`src/rtl/ptmr_pkg.sv`:
```
package ptmr_pkg;
  localparam int unsigned ADDR_W = 2;
  localparam logic [ADDR_W-1:0] A_LO   = 2'd0;
  localparam logic [ADDR_W-1:0] A_HI   = 2'd1;
  localparam logic [ADDR_W-1:0] A_HOLD = 2'd2;
  localparam logic [ADDR_W-1:0] A_FLAG = 2'd3;
  localparam int unsigned FLAG_W = 2;
endpackage

```
`src/rtl/ptmr_half.sv`:
```
module ptmr_half #(
  parameter int unsigned W = 16
) (
  input  logic         clk,
  input  logic         rst,
  input  logic         ld,
  input  logic [W-1:0] ld_val,
  input  logic         clr,
  input  logic         inc,
  output logic [W-1:0] q,
  output logic         at_max
);
  // load beats wrap, wrap beats increment
  always_ff @(posedge clk) begin
    if (rst)      q <= '0;
    else if (ld)  q <= ld_val;
    else if (clr) q <= '0;
    else if (inc) q <= q + 1'b1;
  end

  assign at_max = &q;

  AST_LOAD_EXACT: assert property (@(posedge clk) disable iff (rst)
    ld |=> q == $past(ld_val));
endmodule

```
`src/rtl/ptmr_hold.sv`:
```
module ptmr_hold #(
  parameter int unsigned W = 16
) (
  input  logic         clk,
  input  logic         rst,
  input  logic         en,
  input  logic         wr,
  input  logic [W-1:0] wval,
  input  logic         snap,
  input  logic [W-1:0] sval,
  output logic [W-1:0] q
);
  always_ff @(posedge clk) begin
    if (rst) q <= '0;
    else if (en) begin
      if (wr)        q <= wval;
      else if (snap) q <= sval;
    end
  end

  AST_HOLD_FROZEN: assert property (@(posedge clk) disable iff (rst)
    !en |=> q == $past(q));
endmodule

```
`src/rtl/ptmr_rdmux.sv`:
```
module ptmr_rdmux #(
  parameter int unsigned W = 16
) (
  input  logic                         clk,
  input  logic                         rst,
  input  logic                         rd,
  input  logic [ptmr_pkg::ADDR_W-1:0]  addr,
  input  logic                         mode32,
  input  logic [W-1:0]                 lo,
  input  logic [W-1:0]                 hi,
  input  logic [W-1:0]                 hold,
  input  logic [ptmr_pkg::FLAG_W-1:0]  flags,
  output logic [W-1:0]                 rdata
);
  logic [W-1:0] sel;

  always_comb begin
    sel = '0;
    case (addr)
      ptmr_pkg::A_LO:   sel = lo;
      ptmr_pkg::A_HI:   sel = mode32 ? '0 : hi;
      ptmr_pkg::A_HOLD: sel = mode32 ? hold : '0;
      default:          sel = {{(W-ptmr_pkg::FLAG_W){1'b0}}, flags};
    endcase
  end

  always_ff @(posedge clk) begin
    if (rst)     rdata <= '0;
    else if (rd) rdata <= sel;
  end

  AST_RDATA_HELD: assert property (@(posedge clk) disable iff (rst)
    !rd |=> $stable(rdata));
endmodule

```
`src/rtl/pair_timer32.sv`:
```
module pair_timer32 #(
  parameter int unsigned HALF_W = 16
) (
  input  logic                         clk,
  input  logic                         rst,
  input  logic                         mode32,
  input  logic                         cnt_en,
  input  logic [2*HALF_W-1:0]          tmr_period,
  input  logic [ptmr_pkg::ADDR_W-1:0]  reg_addr,
  input  logic [HALF_W-1:0]            reg_wdata,
  input  logic                         reg_wr,
  input  logic                         reg_rd,
  output logic [HALF_W-1:0]            reg_rdata,
  output logic [ptmr_pkg::FLAG_W-1:0]  match_flag
);
  localparam int unsigned FULL_W = 2 * HALF_W;

  logic [HALF_W-1:0] lo_q, hi_q, hold_q;
  logic              lo_max, hi_max_unused;
  logic              wr_lo, wr_hi, wr_hold, wr_flag, rd_lo;
  logic              full_eq, lo_eq, hi_eq;
  logic              lo_clr, hi_clr, hi_inc, hi_ld;
  logic [HALF_W-1:0] hi_ld_val;
  logic [ptmr_pkg::FLAG_W-1:0] flag_set, flag_q;

  assign wr_lo   = reg_wr && reg_addr == ptmr_pkg::A_LO;
  assign wr_hi   = reg_wr && reg_addr == ptmr_pkg::A_HI;
  assign wr_hold = reg_wr && reg_addr == ptmr_pkg::A_HOLD;
  assign wr_flag = reg_wr && reg_addr == ptmr_pkg::A_FLAG;
  assign rd_lo   = reg_rd && reg_addr == ptmr_pkg::A_LO;

  assign full_eq = {hi_q, lo_q} == tmr_period;
  assign lo_eq   = lo_q == tmr_period[HALF_W-1:0];
  assign hi_eq   = hi_q == tmr_period[FULL_W-1:HALF_W];

  assign lo_clr    = cnt_en && (mode32 ? full_eq : lo_eq);
  assign hi_clr    = cnt_en && (mode32 ? full_eq : hi_eq);
  assign hi_inc    = cnt_en && (mode32 ? lo_max : 1'b1);
  assign hi_ld     = mode32 ? wr_lo : wr_hi;
  assign hi_ld_val = mode32 ? hold_q : reg_wdata;

  assign flag_set[0] = lo_clr;
  assign flag_set[1] = cnt_en && !mode32 && hi_eq;

  ptmr_half #(.W(HALF_W)) u_lo (
    .clk(clk), .rst(rst), .ld(wr_lo), .ld_val(reg_wdata),
    .clr(lo_clr), .inc(cnt_en), .q(lo_q), .at_max(lo_max)
  );

  ptmr_half #(.W(HALF_W)) u_hi (
    .clk(clk), .rst(rst), .ld(hi_ld), .ld_val(hi_ld_val),
    .clr(hi_clr), .inc(hi_inc), .q(hi_q), .at_max(hi_max_unused)
  );

  ptmr_hold #(.W(HALF_W)) u_hold (
    .clk(clk), .rst(rst), .en(mode32), .wr(wr_hold), .wval(reg_wdata),
    .snap(rd_lo), .sval(hi_q), .q(hold_q)
  );

  // sticky flags: a set on the same edge as a clear wins
  for (genvar i = 0; i < int'(ptmr_pkg::FLAG_W); i++) begin : g_flag
    always_ff @(posedge clk) begin
      if (rst)              flag_q[i] <= 1'b0;
      else if (flag_set[i]) flag_q[i] <= 1'b1;
      else if (wr_flag && reg_wdata[i]) flag_q[i] <= 1'b0;
    end
  end
  assign match_flag = flag_q;

  ptmr_rdmux #(.W(HALF_W)) u_rd (
    .clk(clk), .rst(rst), .rd(reg_rd), .addr(reg_addr), .mode32(mode32),
    .lo(lo_q), .hi(hi_q), .hold(hold_q), .flags(flag_q), .rdata(reg_rdata)
  );

  AST_SNAP_ON_LO_READ: assert property (@(posedge clk) disable iff (rst)
    mode32 && rd_lo |=> hold_q == $past(hi_q));
  AST_HI_ADDR_INERT: assert property (@(posedge clk) disable iff (rst)
    mode32 && wr_hi && !cnt_en |=> hi_q == $past(hi_q));
  AST_HOLD_WR_NO_COUNT: assert property (@(posedge clk) disable iff (rst)
    mode32 && wr_hold && !cnt_en |=> $stable(lo_q) && $stable(hi_q));
  AST_LO_WR_COMMIT: assert property (@(posedge clk) disable iff (rst)
    mode32 && wr_lo |=> lo_q == $past(reg_wdata) && hi_q == $past(hold_q));
  AST_CARRY_ONLY_ON_WRAP: assert property (@(posedge clk) disable iff (rst)
    mode32 && cnt_en && !wr_lo && !full_eq && lo_max
      |=> lo_q == '0 && hi_q == HALF_W'($past(hi_q) + 1'b1));
  AST_NO_CARRY_MIDWAY: assert property (@(posedge clk) disable iff (rst)
    mode32 && cnt_en && !wr_lo && !lo_max |=> $stable(hi_q) || hi_q == '0);
  AST_MATCH_WRAP: assert property (@(posedge clk) disable iff (rst)
    mode32 && cnt_en && full_eq && !wr_lo
      |=> lo_q == '0 && hi_q == '0 && match_flag[0]);
  AST_FLAG_STICKY: assert property (@(posedge clk) disable iff (rst)
    match_flag[0] && !(wr_flag && reg_wdata[0]) |=> match_flag[0]);
  AST_READ_PRE_INC: assert property (@(posedge clk) disable iff (rst)
    rd_lo |=> reg_rdata == $past(lo_q));
  AST_SPLIT_HI_WRAP: assert property (@(posedge clk) disable iff (rst)
    !mode32 && cnt_en && hi_eq && !wr_hi |=> hi_q == '0 && match_flag[1]);
endmodule

```
`config.mk`:
```
export PLATFORM = sky130hd
export DESIGN_NAME = pair_timer32
export DESIGN_NICKNAME = d
export VERILOG_FILES = /design/src/rtl/ptmr_pkg.sv /design/src/rtl/ptmr_half.sv /design/src/rtl/ptmr_hold.sv /design/src/rtl/ptmr_rdmux.sv /design/src/rtl/pair_timer32.sv
export SDC_FILE = /design/constraint.sdc
export NUM_CORES = 1
export LEC_CHECK = 0
export BUFFER_PORTS_ARGS = -buffer_cell sky130_fd_sc_hd__buf_4
export CAP_MARGIN = 20
export CORE_AREA = 2 2 100 102
export CTS_CLUSTER_SIZE = 30
export DETAILED_ROUTE_END_ITERATION = 7
export DIE_AREA = 0 0 102 104
export HOLD_SLACK_MARGIN = 0.08
export PLACE_DENSITY = 0.65
export SYNTH_ARGS = -nofsm -noshare
export SYNTH_HDL_FRONTEND = slang
export SYNTH_HIERARCHICAL = 1
export SYNTH_SLANG_ARGS = --single-unit
```
`constraint.sdc`:
```
create_clock -name clk -period 8.4 [get_ports clk]
set_input_delay 1.68 -clock clk [delete_from_list [all_inputs] [get_ports clk]]
set_output_delay 1.68 -clock clk [all_outputs]
set_load 0.01 [all_outputs]
```
==> results.toml <==
[status]
status = "complete, no violations"

[layout]
area_growth_pct = 19.4
antenna_cells = 0
fin_nets = 627
drive_gt1_share_pct = 24.6
final_common_cell = "buf_4"
post-route-util_pct = 53.7
multi_input_area_um2 = 2780
seq_area_um2 = 1320
fillers = 951
mostFrequentLayoutCells = "buf_4 (77), dfxtp_1 (66), nand2_1 (48)"

[timing]
period_minus_slack_ns = 3.61
totalNegativeSetupSlack_ns = 0
rsz0062_at_grt = "false"
tightest_slew_ns = 0.977
clock_skew_ns = 0.0130
finalMaxSlewViolations = 0
fin_crit_sh_pct = 43.0
fin_ws_ns = 4.79
fmax_mhz = 277
setup_viol = 0
slew_headroom_pct = 34.6
hold_violations = 0

[critical_path]
rr_startpoint = "u_lo/q[0]"
critPathMaxFanout = 13
endpoint_kind = "register"
crit_required_ns = 8.65
cp.arrival_ns = 3.86
critPathKind = "in -> reg"
crit_chain = "buf_4 -> xor2_1 -> nor4_1 -> nand4_1 -> a2111o_1 -> inv_1 -> nor2_1 -> or4b_1 -> a311oi_1"
crit_path_max_incr_delay_ns = 0.62
crit_slowest_cell = "nor2_1"
critPathBufInv = 2
critPathLaunchType = "input port"
cp-startpoint = "tmr_period[31]"
crit_family = "simple AND/OR/NAND/NOR gates"

[routing]
wl_per_cell_um = 18.8
drc = 0
vias = 4212
drtAntennaViolNets = 0
drt_iter0_markers = 237
viasPerCell = 5.96
routed_wl_um = 13300
drt_pass1_iterations = 5

[grt]
gr-total-overflow = 0
antenna_found_initial = 0
grt_busiest_layer = "met2"
grt_util_met3_pct = 3.83
grt_pass1_vias = 3967
grt_use_met1_pct = 33.6
grt_pass1_wl_um = 20800
grt_usage_pct = 24.8
grt_max_degree = 51
grt_use_met2_pct = 39.5

[clock_network]
cts-root-buf = "clkbuf_8"
cts.clk_slew.worst_paths_ns = 0.08
clkSinkCount = 66
ctsHtreeMaxLevel = 3
cts_resized = 0
clock_latency_ns = 0.35
clockBufferDepth = 2
cts_tree = "done"
cts_inserted_buffers = 9
cts_setup_buffers = 0
hold_buffers = 0

[floorplanning]
core-area_um2 = 9550
start_util_pct = 45.0
dieArea_um2 = 10600
die_w_um = 102
die_y_um = 104
boundaryPins = 74
num_rows = 36

[yosys]
syn_avg_cell_area_um2 = 8.43
syn_area_um2 = 4300
synthCells = 510
synth_fp_nets = 568
ys_warn_count = 6

[power]
p_leak_nw = 1.87
power_density_nw_per_um2 = 158
ir_worst_vdd_mv = 0.126

[job]
cap_viol_max_count = 0

[place]
gp_congestion = 0.874
portBuffers = 73
dp_hpwl_um = 9510
dp_slack_ns = 4.48

[min_path]
hp-class = "reg -> reg"
hp-start = "u_rd/rdata[13]"
[area by class of cell]
| type | instances | area share [%] |
|---|---|---|
| Sequential cell | 66 | 25.7 |
| Tap cell | 133 | 3.24 |
| Timing Repair Buffer | 78 | 11.5 |
| Clock inverter | 7 | 2.44 |
| Clock buffer | 9 | 2.41 |
| Inverter | 6 | 0.439 |
| Multi-Input combinational cell | 408 | 54.2 |
[metrics by stage]
step	cell area (um2)	hold slack [ns]	std cells	total power, mW
CTS	5120	0.511	706	0.811
global route	5130	0.523	707	0.837
floorplan	4300	0.499	510	0.421
detailed placement	4870	0.491	690	0.473
global placement	4870	0.480	690	0.471
finish	5130	0.503	707	0.809
[worst register-to-register path, delay by kind of cell (launching register included)]
family | cells | cell delay [ns]
buffers and inverters | 2 | 0.29
DFF | 1 | 0.50
adders and majority gates | 1 | 0.29
and+or+nand+nor | 6 | 1.64
AOI/OAI and AO/OA | 2 | 0.34
[flip-flops by register name, indices dropped and copies added, names as in the netlist]
signal / cells
u_lo/q: 16
u_rd/rdata: 16
u_hi/q: 16
match_flag: 2
u_hold/q: 16
[routing by layer]
| metal | vias up | share of wire [%] |
|---|---|---|
| met1 | 1996 | 45 |
| li1 | 2016 | - |
| met3 | 31 | 5.8 |
| met5 | - | 0 |
| met2 | 169 | 46 |
| met4 | 0 | 3.0 |
[where the power goes]
| part | total, mW | switching (mW) | internal (mW) |
|---|---|---|---|
| Sequential | 0.343 | 0.0182 | 0.325 |
| Combinational | 0.126 | 0.0678 | 0.0582 |
| Clock | 0.341 | 0.140 | 0.200 |
| Total | 0.809 | 0.226 | 0.583 |
[worst paths after layout]
check                           cells past startpoint              to  slack (ns)
worst min-delay path                                2  u_rd/rdata[13]        0.50
worst max register to register                     11       u_hi/q[9]        5.22
worst max-delay path                                9      u_lo/q[10]        4.79
worst min register to register                      2  u_rd/rdata[13]        0.50
No activity file was read; power rests on OpenSTA's default activity.
